$ cat src/rtl/tsup_pkg.sv
package tsup_pkg;
  localparam int DW  = 32;
  localparam int NEV = 10;
  localparam int NDET = 8;

  localparam logic [2:0] A_TIME = 3'd0;
  localparam logic [2:0] A_CTRL = 3'd1;
  localparam logic [2:0] A_STAT = 3'd2;
  localparam logic [2:0] A_CFG  = 3'd3;
  localparam logic [2:0] A_IEN  = 3'd4;

  localparam int C_TEN  = 3;
  localparam int C_FHL  = 16;
  localparam int C_SOFT = 29;
  localparam int C_HARD = 30;

  localparam int S_SV   = 0;
  localparam int S_NV   = 1;
  localparam int S_TOV  = 2;
  localparam int S_MOV  = 3;
  localparam int S_DET0 = 16;

  localparam int E_TOV = 8;
  localparam int E_MOV = 9;
endpackage

$ cat src/rtl/tsup_lockcfg.sv
module tsup_lockcfg
  import tsup_pkg::*;
(
  input  logic           clk,
  input  logic           bat_por_n,
  input  logic           sys_rst_n,
  input  logic           ctrl_wr,
  input  logic           cfg_wr,
  input  logic           ten_d,
  input  logic           fhl_d,
  input  logic           soft_d,
  input  logic           hard_d,
  input  logic [NEV-1:0] en_d,
  output logic           ten,
  output logic           fail_hl,
  output logic           soft_lk,
  output logic           hard_lk,
  output logic [NEV-1:0] ev_en
);
  logic cfg_open;
  assign cfg_open = !soft_lk && !hard_lk;

  always_ff @(posedge clk or negedge bat_por_n) begin
    if (!bat_por_n) begin
      ten     <= 1'b0;
      fail_hl <= 1'b0;
      soft_lk <= 1'b0;
      hard_lk <= 1'b0;
      ev_en   <= '0;
    end else begin
      if (ctrl_wr) begin
        ten     <= ten_d;
        fail_hl <= fail_hl | fhl_d;
        soft_lk <= soft_lk | soft_d;
        hard_lk <= hard_lk | hard_d;
      end
      if (!sys_rst_n) soft_lk <= 1'b0;
      if (cfg_wr && cfg_open) ev_en <= en_d;
    end
  end

  p_cfg_locked_r5: assert property (@(posedge clk) disable iff (!bat_por_n)
    (soft_lk || hard_lk) |=> $stable(ev_en));
  p_hard_keep_r6: assert property (@(posedge clk) disable iff (!bat_por_n)
    hard_lk |=> hard_lk);
  p_soft_drop_r6: assert property (@(posedge clk) disable iff (!bat_por_n)
    !sys_rst_n |=> !soft_lk);
endmodule

$ cat src/rtl/tsup_status.sv
module tsup_status
  import tsup_pkg::*;
(
  input  logic            clk,
  input  logic            bat_por_n,
  input  logic            sys_rst_n,
  input  logic [NEV-1:0]  tamper_ev,
  input  logic [NEV-1:0]  ev_en,
  input  logic            tov_wrap,
  input  logic            fail_hl,
  input  logic            stat_wr,
  input  logic [NDET-1:0] det_clr,
  input  logic            tov_clr,
  input  logic            mov_clr,
  input  logic            nv_clr,
  input  logic            sv_clr,
  input  logic            ien_wr,
  input  logic            ien_d,
  output logic [NDET-1:0] det,
  output logic            tov_f,
  output logic            mov_f,
  output logic            nv,
  output logic            sv,
  output logic            sv_ie
);
  logic [NEV-1:0] ev_all;
  logic           hit;

  always_comb begin
    ev_all        = tamper_ev;
    ev_all[E_TOV] = tamper_ev[E_TOV] | tov_wrap;
  end
  assign hit = |(ev_all & ev_en);

  always_ff @(posedge clk or negedge bat_por_n) begin
    if (!bat_por_n) begin
      det   <= '0;
      tov_f <= 1'b0;
      mov_f <= 1'b0;
      nv    <= 1'b1;
      sv    <= 1'b0;
      sv_ie <= 1'b0;
    end else begin
      det   <= (det & ~(stat_wr ? det_clr : '0)) | ev_all[NDET-1:0];
      tov_f <= (tov_f & !(stat_wr && tov_clr)) | ev_all[E_TOV];
      mov_f <= (mov_f & !(stat_wr && mov_clr)) | ev_all[E_MOV];
      if (hit)                           sv <= 1'b1;
      else if (stat_wr && sv_clr && nv)  sv <= 1'b0;
      if (!sys_rst_n && (sv || hit) && !fail_hl) nv <= 1'b1;
      else if (stat_wr && nv_clr && !sv)          nv <= 1'b0;
      if (!sys_rst_n)  sv_ie <= 1'b0;
      else if (ien_wr) sv_ie <= ien_d;
    end
  end

  p_sv_set_r3: assert property (@(posedge clk) disable iff (!bat_por_n)
    hit |=> sv);
  p_sv_gate_r8: assert property (@(posedge clk) disable iff (!bat_por_n)
    $fell(sv) |-> $past(nv));
  p_nv_gate_r8: assert property (@(posedge clk) disable iff (!bat_por_n)
    $fell(nv) |-> !$past(sv));
  p_det_sticky_r2: assert property (@(posedge clk) disable iff (!bat_por_n)
    ((|det) && !stat_wr) |=> ((det & $past(det)) == $past(det)));
endmodule

$ cat src/rtl/tsup_timer.sv
module tsup_timer #(
  parameter int TW = 32
) (
  input  logic          clk,
  input  logic          bat_por_n,
  input  logic          ten,
  input  logic          sv,
  input  logic          nv,
  input  logic          tick,
  input  logic          wr,
  input  logic [TW-1:0] wdata,
  output logic [TW-1:0] cnt,
  output logic          wrap
);
  logic load, run;
  assign load = wr && !sv;
  assign run  = ten && !sv && !nv && tick;
  assign wrap = run && !load && (&cnt);

  always_ff @(posedge clk or negedge bat_por_n) begin
    if (!bat_por_n)  cnt <= '0;
    else if (load)   cnt <= wdata;
    else if (run)    cnt <= cnt + 1'b1;
  end

  p_hold_r4: assert property (@(posedge clk) disable iff (!bat_por_n)
    ((sv || nv) && !wr) |=> $stable(cnt));
  p_wrap_r9: assert property (@(posedge clk) disable iff (!bat_por_n)
    wrap |=> (cnt == '0));
endmodule

$ cat src/rtl/tamper_supervisor.sv
module tamper_supervisor
  import tsup_pkg::*;
#(
  parameter int TW = 32
) (
  input  logic           clk,
  input  logic           bat_por_n,
  input  logic           sys_rst_n,
  input  logic           tick,
  input  logic [NEV-1:0] tamper_ev,
  input  logic           wr_en,
  input  logic [2:0]     wr_addr,
  input  logic [DW-1:0]  wr_data,
  input  logic [2:0]     rd_addr,
  output logic [DW-1:0]  rd_data,
  output logic           sv_irq
);
  logic           wr_time, wr_ctrl, wr_stat, wr_cfg, wr_ien;
  logic           ten, fail_hl, soft_lk, hard_lk;
  logic [NEV-1:0] ev_en;
  logic [NDET-1:0] det;
  logic           tov_f, mov_f, nv, sv, sv_ie, wrap;
  logic [TW-1:0]  cnt;

  assign wr_time = wr_en && (wr_addr == A_TIME);
  assign wr_ctrl = wr_en && (wr_addr == A_CTRL);
  assign wr_stat = wr_en && (wr_addr == A_STAT);
  assign wr_cfg  = wr_en && (wr_addr == A_CFG);
  assign wr_ien  = wr_en && (wr_addr == A_IEN);

  tsup_lockcfg u_lock (
    .clk(clk), .bat_por_n(bat_por_n), .sys_rst_n(sys_rst_n),
    .ctrl_wr(wr_ctrl), .cfg_wr(wr_cfg),
    .ten_d(wr_data[C_TEN]), .fhl_d(wr_data[C_FHL]),
    .soft_d(wr_data[C_SOFT]), .hard_d(wr_data[C_HARD]),
    .en_d(wr_data[NEV-1:0]),
    .ten(ten), .fail_hl(fail_hl), .soft_lk(soft_lk), .hard_lk(hard_lk),
    .ev_en(ev_en)
  );

  tsup_status u_stat (
    .clk(clk), .bat_por_n(bat_por_n), .sys_rst_n(sys_rst_n),
    .tamper_ev(tamper_ev), .ev_en(ev_en), .tov_wrap(wrap), .fail_hl(fail_hl),
    .stat_wr(wr_stat), .det_clr(wr_data[S_DET0 +: NDET]),
    .tov_clr(wr_data[S_TOV]), .mov_clr(wr_data[S_MOV]),
    .nv_clr(wr_data[S_NV]), .sv_clr(wr_data[S_SV]),
    .ien_wr(wr_ien), .ien_d(wr_data[0]),
    .det(det), .tov_f(tov_f), .mov_f(mov_f), .nv(nv), .sv(sv), .sv_ie(sv_ie)
  );

  tsup_timer #(.TW(TW)) u_tmr (
    .clk(clk), .bat_por_n(bat_por_n), .ten(ten), .sv(sv), .nv(nv),
    .tick(tick), .wr(wr_time), .wdata(wr_data[TW-1:0]),
    .cnt(cnt), .wrap(wrap)
  );

  always_comb begin
    rd_data = '0;
    case (rd_addr)
      A_TIME: rd_data[TW-1:0] = cnt;
      A_CTRL: begin
        rd_data[C_TEN]  = ten;
        rd_data[C_FHL]  = fail_hl;
        rd_data[C_SOFT] = soft_lk;
        rd_data[C_HARD] = hard_lk;
      end
      A_STAT: begin
        rd_data[S_DET0 +: NDET] = det;
        rd_data[S_MOV] = mov_f;
        rd_data[S_TOV] = tov_f;
        rd_data[S_NV]  = nv;
        rd_data[S_SV]  = sv;
      end
      A_CFG:  rd_data[NEV-1:0] = ev_en;
      A_IEN:  rd_data[0] = sv_ie;
      default: rd_data = '0;
    endcase
  end

  assign sv_irq = sv && sv_ie;

  p_irq_needs_sv_r3: assert property (@(posedge clk) disable iff (!bat_por_n)
    sv_irq |-> (rd_addr != A_STAT || rd_data[S_SV]));
endmodule

$ cat config.mk
export PLATFORM = sky130hd
export DESIGN_NAME = tamper_supervisor
export DESIGN_NICKNAME = d
export VERILOG_FILES = /design/src/rtl/tsup_pkg.sv /design/src/rtl/tsup_lockcfg.sv /design/src/rtl/tsup_status.sv /design/src/rtl/tsup_timer.sv /design/src/rtl/tamper_supervisor.sv
export SDC_FILE = /design/constraint.sdc
export NUM_CORES = 1
export LEC_CHECK = 0
export CELL_PAD_IN_SITES_DETAIL_PLACEMENT = 2
export CELL_PAD_IN_SITES_GLOBAL_PLACEMENT = 2
export CORE_UTILIZATION = 27
export DETAILED_ROUTE_END_ITERATION = 16
export PLACE_DENSITY_LB_ADDON = 0.1
export SETUP_SLACK_MARGIN = 0.15
export SLEW_MARGIN = 10
export SYNTH_ARGS = -nofsm -noshare
export SYNTH_HDL_FRONTEND = slang
export SYNTH_SLANG_ARGS = --single-unit
$ cat constraint.sdc
create_clock -name clk -period 2.2 [get_ports clk]
set_input_delay 0.44 -clock clk [delete_from_list [all_inputs] [get_ports clk]]
set_output_delay 0.44 -clock clk [all_outputs]
set_load 0.03 [all_outputs]
# Yosys cells after proc, flatten, opt, wreduce, memory -nomap -nowiden
# Cells that the tools add are included.
dict set report totals {
  mem_bits_ro 0
  mem_bits_rw 0
  out_inout_bits 33
  word_cells 95
  regBits 59
  inputBits 53
  latchBits 0
  mem_count 0
}
dict set report classes {
  n_eq_ne 10
  reduce_logical 39
  muxes 21
  mul 0
  addsub 1
  shift 0
  div 0
  bitwise_logic 12
  magnitude_cmp 0
}
# cell n
set op_table {}
lappend op_table {{$mux W32} 2}
lappend op_table {{$add A32 B1 Y32 const B} 1}
lappend op_table {{$reduce_and A32 Y1} 1}
lappend op_table {{$logic_and A1 B1 Y1} 22}
lappend op_table {{$pmux W7 S2} 1}
lappend op_table {{$eq A3 B2 Y1 const B} 4}
lappend op_table {{$pmux W6 S2} 1}
lappend op_table {{$and A10 B10 Y10} 1}
lappend op_table {{$reduce_or A10 Y1} 1}
lappend op_table {{$logic_not A1 Y1} 9}
lappend op_table {{$mux W1} 9}
lappend op_table {{$and A8 B8 Y8} 1}
lappend op_table {{$mux W8} 1}
lappend op_table {{$not A8 Y8} 1}
lappend op_table {{$or A8 B8 Y8} 1}
lappend op_table {{$pmux W1 S4} 2}
lappend op_table {{$eq A3 B1 Y1 const B} 2}
lappend op_table {{$eq A3 B3 Y1 const B} 2}
lappend op_table {{$logic_not A3 Y1} 2}
lappend op_table {{$mux W6} 1}
lappend op_table {{$or A1 B1 Y1} 6}
lappend op_table {{$pmux W2 S3} 1}
lappend op_table {{$reduce_bool A2 Y1} 3}
lappend op_table {{$mux W5} 1}
lappend op_table {{5 further kinds} 7}

# Logic depth before layout (Yosys ltp)
# Gate-level depths: netlist (run 1).
dict set report depth {
  depth_word 13
  ltp_mapped 7
  depth_no_buf 6
}

# By module
# A second synthesis (run 1) with hierarchy kept.
dict set report unflattened {
  hier_cells 398
  area_unflattened_um2 3729.8
}
# module area_per_inst_um2 cells_each seq_area_each_um2 instances
set by_module_without_submodules {}
lappend by_module_without_submodules {tsup_timer 2075.7 240 800.8 1}
lappend by_module_without_submodules {tamper_supervisor 578.1 77 0.0 1}
lappend by_module_without_submodules {tsup_status 551.8 50 326.6 1}
lappend by_module_without_submodules {tsup_lockcfg 524.3 31 350.3 1}

# Worst setup path after synthesis (run 1)
# No wires, ideal clock.
dict set report synth_path {
  kind {input -> output}
  startpoint {input rd_addr[1]}
  endpoint {output rd_data[1]}
  path_stages 4
  arrival_time_ns 1.703
  path_buffers 2
  required_ns 1.760
  setup_slack_ns 0.057
  cell_sequence {clkbuf_1 buf_1 a22oi_1 nor2_1}
}
dict set report synth_via {
  elab_chain_len 2
  elab_cells_between_ends 4
  classes_between {eq/ne: 2; mux: 1; reduce/logical: 1}
}
# item line
set synth_lines {}
lappend synth_lines {{start: declaration} tamper_supervisor.sv:14} ;# input logic [2:0] rd_addr,
lappend synth_lines {{$eq A3 B2 Y1 / $logic_not A3 Y1 (equally long branches)} tamper_supervisor.sv:59} ;# case (rd_addr)
lappend synth_lines {{$pmux W2 S3 *} tamper_supervisor.sv:59}
lappend synth_lines {{end: declaration} tamper_supervisor.sv:15} ;# output logic [DW-1:0] rd_data,
# Every way passes the cells marked *; elsewhere a longest branch is shown, timed or not.

# Worst setup path after layout (run 1)
dict set report layout_path {
  startpoint {register u_stat.sv}
  endpoint {output rd_data[0]}
}
dict set report layout_via {
  elab_chain_len 1
}
# item line
set layout_lines {}
lappend layout_lines {{start: declaration} tsup_status.sv:23} ;# output logic sv,
lappend layout_lines {{start signal: assignment} tsup_status.sv:41} ;# sv <= 1'b0;
lappend layout_lines {{start signal: assignment} tsup_status.sv:47} ;# if (hit) sv <= 1'b1;
lappend layout_lines {{start signal: assignment} tsup_status.sv:48} ;# else if (stat_wr && sv_clr && nv) sv <= 1'b0;
lappend layout_lines {{$pmux W1 S4} tamper_supervisor.sv:59}
# Every way passes these cells.

==> impl_metrics.json, run 1 <==
{
  "status": "finished, final reports clean",
  "ys_seq_area_share_pct": 40.31,
  "synthDominantCellAreaShare_pct": 39.59,
  "grt_pass1_wl_um": 25450,
  "reg2reg_to": "u_stat.nv",
  "min_path_type": "in2async",
  "dpl-instance-area_um2": 5104,
  "gr-max-usage-layer": "met2",
  "io_pins": 86,
  "cp-end-kind": "output pin",
  "gr-total-overflow": 0,
  "numCtsBuffers": 9,
  "core-area_um2": 13240,
  "antenna_cells": 0,
  "grt_pass1_vias": 4329,
  "num_vias": 3917,
  "max_freq_ghz": 0.4770,
  "grt_start_max_net_pins": 28,
  "clk_latency_ps": 340,
  "relSlewSlack_pct": 70.41,
  "maxCapViolations": 0,
  "n_fill_cell": 1460,
  "hpwl_um": 12020,
  "cts_tree": "done",
  "finalHoldViolations": 0,
  "gr-usage-all-layers_pct": 24.06,
  "clk_pin_slew_ps": 60,
  "holdBufCountCts": 0,
  "setup_viol": 0,
  "drt_pass1_iterations": 4,
  "io_buffers": 85,
  "antenna_found_initial": 0,
  "layout_common_cells": "97 x buf_4, 56 x dfrtp_1, 49 x nand2_1, 43 x clkdlybuf4s50_1, 29 x nor2_1",
  "gr-usage-met1_pct": 31.69,
  "root_buffer": "clkbuf_16",
  "via_per_inst": 5.308,
  "place_inst": 704,
  "dieArea_um2": 14050,
  "clk_path_buf_depth": 2,
  "power_density_nw_per_um2": 681.1,
  "routed_wirelength_um": 16470,
  "ys_top_cells_by_area": "dfrtp_1 40%, nand2_1 5.3%, mux2_2 4.3%, nor2_1 3.9%, mux2i_1 3.3%",
  "final_common_cell": "buf_4",
  "regArea_um2": 1480,
  "syn_to_final_growth_pct": 58.81,
  "worst_pin_slew_ps": 437.9,
  "die_y_um": 118.5,
  "use_met2_pct": 40.39,
  "layout-drive-gt1-share_pct": 36.12,
  "maxSlewViolCount": 0,
  "die_w_um": 118.5,
  "final_antenna_net_count": 0,
  "gr-usage-met3_pct": 3.475,
  "path_class": "reg2out",
  "fin_crit_ps": 2096,
  "htree_levels": 3,
  "wire_per_inst_um": 22.32,
  "syn-instance-count": 399,
  "synth_seq_cells": 59,
  "ys_warn_count": 0,
  "r2r_cells": 5,
  "setup.worst_path.start_class": "register",
  "drc": 0,
  "ys_async_sr_fraction_pct": 100.0,
  "rsz0062_at_grt": "true",
  "synthesis.area_um2": 3666,
  "gp_congestion": 0.8023,
  "multi_input_area_um2": 2252,
  "yosys.area.top_type": "dfrtp_1",
  "rows": 42,
  "initial_utilization_pct": 27.68,
  "ys.flop_type": "dfrtp_1",
  "cp.arrival_ps": 1660,
  "p_leak_nw": 2.501,
  "cts_num_sinks": 59,
  "ir_drop_uv": 340.5,
  "reg2reg_slack_ps": 240,
  "final_area_um2": 5822,
  "num-nets-final": 611,
  "critical_path.max_fanout": 4,
  "crit_required_ps": 1760,
  "post-route-period-util_pct": 95.29,
  "r2r-start": "u_tmr.cnt[5]",
  "drt_iter0_markers": 198,
  "skew_ps": 6.970,
  "synth.net_count": 453,
  "synth-edff-count": 0,
  "synth.distinct_cells": 70,
  "final-instance-count-excl-fill": 738,
  "syn_area_per_cell_um2": 9.188
}
==> metrics by stage <==
step	total power, mW	utilization, %	setup TNS (ps)	worst slack [ps]	hold WS (ps)
finish	3.965	43.96	0	103.7	6.682
global route	4.114	43.96	0	66.58	34.37
CTS	3.951	42.89	0	94.51	14.56
detailed placement	2.160	38.54	-15090	-478.9	375.6
global placement	2.128	38.54	-12220	-474.1	380.1
floorplan	1.737	-	0	125.5	144.4
==> cells in the mapped netlist (all sizes together) (2+ instances only) <==
cell type	instances
inv	6
nor4bb	3
mux2	14
o21ai	23
and2	15
o31a	3
clkbuf	18
nor3	8
nor2	39
xnor2	5
a32o	2
dfrtp	58
a21oi	9
a32oi	2
o221ai	2
a21o	13
nand3	17
o211ai	4
nor4	8
nor2b	4
a221oi	3
a22oi	9
a221o	5
a22o	3
or4b	2
buf	5
nand4	8
a31oi	5
and3	6
o311ai	7
or4	2
or2	3
mux2i	12
a41oi	2
nand2	52
==> power by group <==
part	total [mW]	switching, mW	internal (mW)
logic	0.802	0.387	0.415
clock network	1.74	0.544	1.20
registers	1.42	0.184	1.24
==> layer usage <==
| metal | vias up | share of wire [%] |
|---|---|---|
| met5 | - | 0 |
| met4 | 0 | 1.3 |
| met3 | 16 | 2.9 |
| met2 | 90 | 49 |
| met1 | 1996 | 47 |
| li1 | 1815 | - |
==> critical path, cell delays in order (launching register included) <==
cell      delay, ps
dfrtp_1         400
buf_6           140
mux2_4          280
a221oi_4        280
a21oi_2          70
buf_6           150
==> worst max-delay path by stage <==
stage               slack, ps  depth (start not counted)  startpoint     endpoint
floorplan                 130                          3  rd_addr[1]  rd_data[29]
global placement         -470                          4  rd_addr[1]   rd_data[3]
detailed placement       -480                          4  rd_addr[1]   rd_data[3]
CTS                        90                          3  u_lock.ten   rd_data[3]
global route               70                          5   u_stat.sv   rd_data[0]
finish                    100                          5   u_stat.sv   rd_data[0]
==> kinds of logic after synthesis <==
family | Yosys count | synth area share [%]
and+or+nand+nor | 175 | 25.91
adders and majority gates | 1 | 0.3412
buffers and inverters | 29 | 3.242
DFF | 59 | 40.31
xor gates and xnor gates | 5 | 1.194
muxes | 27 | 8.191
AOI/OAI and AO/OA | 103 | 20.82
==> layout make-up <==
class | instances | share of cell area [%]
clock buffers | 12 | 4.578
well taps | 176 | 3.783
flip-flops and latches | 59 | 25.42
multi-input cells | 312 | 38.68
inverters | 6 | 0.3868
clock inverters | 4 | 1.633
repair buffers | 169 | 25.51
==> registers in the layout, summed over array words and instances, names as in the netlist <==
signal	count
u_lock.ev_en	10
u_lock.fail_hl	1
u_lock.hard_lk	1
u_lock.soft_lk	1
u_lock.ten	1
u_stat.det	8
u_stat.mov_f	1
u_stat.nv	1
u_stat.sv	1
u_stat.sv_ie	1
u_stat.tov_f	1
u_tmr.cnt	32
==> repair_timing <==
item / 4_1_cts / 5_1_grt
endpoints found under the setup margin: 64 / 39
resized for setup: 52 / 27
pin swaps: 7 / 10
gates cloned: 2 / 0
hold endpoints to repair: 0 / 0
setup buffers: 9 / 7
(Power assumes the default switching activity.)
==> run 2: changes to the inputs <==
Settings changed: CORE_MARGIN set to 3, REMOVE_ABC_BUFFERS set to 1.
==> impl_metrics.json, run 2 (synthesis results as in run 1) <==
{
  "status": "finished, final reports clean",
  "reg_top3": "u_tmr.cnt x32, u_lock.ev_en x10, u_stat.det x8",
  "root_buffer": "clkbuf_16",
  "drt_iter0_markers": 173,
  "num_vias": 3903,
  "drc": 0,
  "crit_required_ps": 1760,
  "antenna_cells": 0,
  "clk_pin_slew_ps": 50,
  "cts_num_sinks": 59,
  "cts_tree": "done",
  "worst_pin_slew_ps": 418.1,
  "initial_utilization_pct": 28.36,
  "grt_start_max_net_pins": 30,
  "die_y_um": 122.5,
  "dieArea_um2": 15010,
  "relSlewSlack_pct": 72.13,
  "io_pins": 86,
  "regArea_um2": 1480,
  "wire_per_inst_um": 22.19,
  "n_fill_cell": 1414,
  "routed_wirelength_um": 16220,
  "cp.arrival_ps": 1620,
  "path_class": "reg2out",
  "rows": 41,
  "layout-drive-gt1-share_pct": 31.84,
  "largest_register_ffs": 32,
  "rsz0062_at_grt": "true",
  "layout_setup_ws_ps": 140.8,
  "hpwl_um": 12430,
  "via_per_inst": 5.339,
  "largest-register": "u_tmr.cnt",
  "dp_worst_setup_slack_ps": -282.7,
  "num-nets-final": 609,
  "power_mw": 3.617,
  "clk_latency_ps": 330,
  "critical_path.max_fanout": 4,
  "antenna_found_initial": 0,
  "final_antenna_net_count": 0,
  "final_common_cell": "buf_4",
  "power_density_nw_per_um2": 636.8,
  "cp-end-kind": "output pin",
  "maxSlewViolCount": 0,
  "finalHoldViolations": 0,
  "maxCapViolations": 0,
  "gr-usage-all-layers_pct": 22.22,
  "r2r_cells": 5,
  "multi_input_area_um2": 2195,
  "die_w_um": 122.5,
  "post-route-period-util_pct": 93.60,
  "skew_ps": 6.930,
  "syn_to_final_growth_pct": 54.91,
  "drt_pass1_iterations": 4,
  "numCtsBuffers": 9,
  "p_leak_nw": 2.469,
  "ir_drop_uv": 316.3,
  "setup_viol": 0,
  "gp_congestion": 0.7877,
  "layout_common_cells": "102 x buf_4, 56 x dfrtp_1, 51 x nand2_1, 43 x clkdlybuf4s50_1, 36 x nor2_1",
  "grt_pass1_wl_um": 25290,
  "gr-total-overflow": 0,
  "core-area_um2": 12930,
  "io_buffers": 85,
  "min_path_type": "in2async",
  "htree_levels": 3,
  "setup.worst_path.start_class": "register",
  "clk_path_buf_depth": 2,
  "fin_crit_ps": 2059,
  "max_freq_ghz": 0.4856,
  "grt_pass1_vias": 4282
}
==> run 2: path summary, 6_finish.rpt <==
check / endpoint / from / slack [ps]
max: rd_data[0] / u_stat.sv / 140
min: u_tmr.cnt[19] / bat_por_n / 480
min reg2reg: u_stat.mov_f / u_stat.mov_f / 480
max in group asynchronous: u_lock.ten / bat_por_n / 1070
max reg2reg: u_tmr.cnt[26] / u_tmr.cnt[13] / 150
min in group clk: u_stat.mov_f / u_stat.mov_f / 480
==> run 2: critical path, cell delays in order, from the launching register on <==
cell and delay [ps]:
dfrtp_2 430, buf_6 130, mux2_2 270, a221oi_2 250, a21oi_2 70, buf_12 140
==> run 2: metrics by stage <==
step	instance area, µm²	hold WS, ps	instances	util [%]	TNS, ps
after floorplan	3570	144.4	376	-	-7568
after global placement	5137	283.3	702	39.74	-9428
after detailed placement	5137	280.1	702	39.74	-11880
after CTS	5539	476.5	722	42.85	0
after global routing	5679	490.3	731	43.93	0
final	5679	475.2	731	43.93	0
==> run 2: metal layers <==
metal / up-vias / part of all wire [%] / global-route usage, %
li1: 1806 / - / -
met1: 2006 / 45 / 28.99
met2: 77 / 51 / 38.23
met3: 14 / 3.2 / 3.318
met4: 0 / 1.3 / 6.298
met5: - / 0 / 0
==> run 2: final cells by class <==
class	count	area share, %
Multi-Input combinational cell	312	38.64
Inverter	6	0.3966
Clock inverter	2	0.6169
Tap cell	172	3.789
Clock buffer	13	4.583
Timing Repair Buffer	167	25.91
Sequential cell	59	26.06
==> run 2: where the power goes <==
part | total (mW) | internal [mW] | leakage (nW) | switching, mW
clock | 1.44 | 0.931 | 0.146 | 0.512
sequential | 1.41 | 1.24 | 0.711 | 0.175
combinational | 0.762 | 0.399 | 1.61 | 0.363
==> run 2: repair_timing <==
| item | in CTS | in global routing |
|---|---|---|
| cloned | 1 | 1 |
| pin swaps | 3 | 11 |
| endpoints found under the setup margin | 51 | 45 |
| hold buffers | 1 | 0 |
| gates resized for setup | 28 | 19 |
| buffers inserted | 3 | 8 |
| hold endpoints to repair | 4 | 0 |
==> run 3: changes to the inputs <==
Settings changed: GPL_TIMING_DRIVEN set to 1.
==> results of run 3 <==
No change in the layout: final DEF, timing and power equal those of run 2.
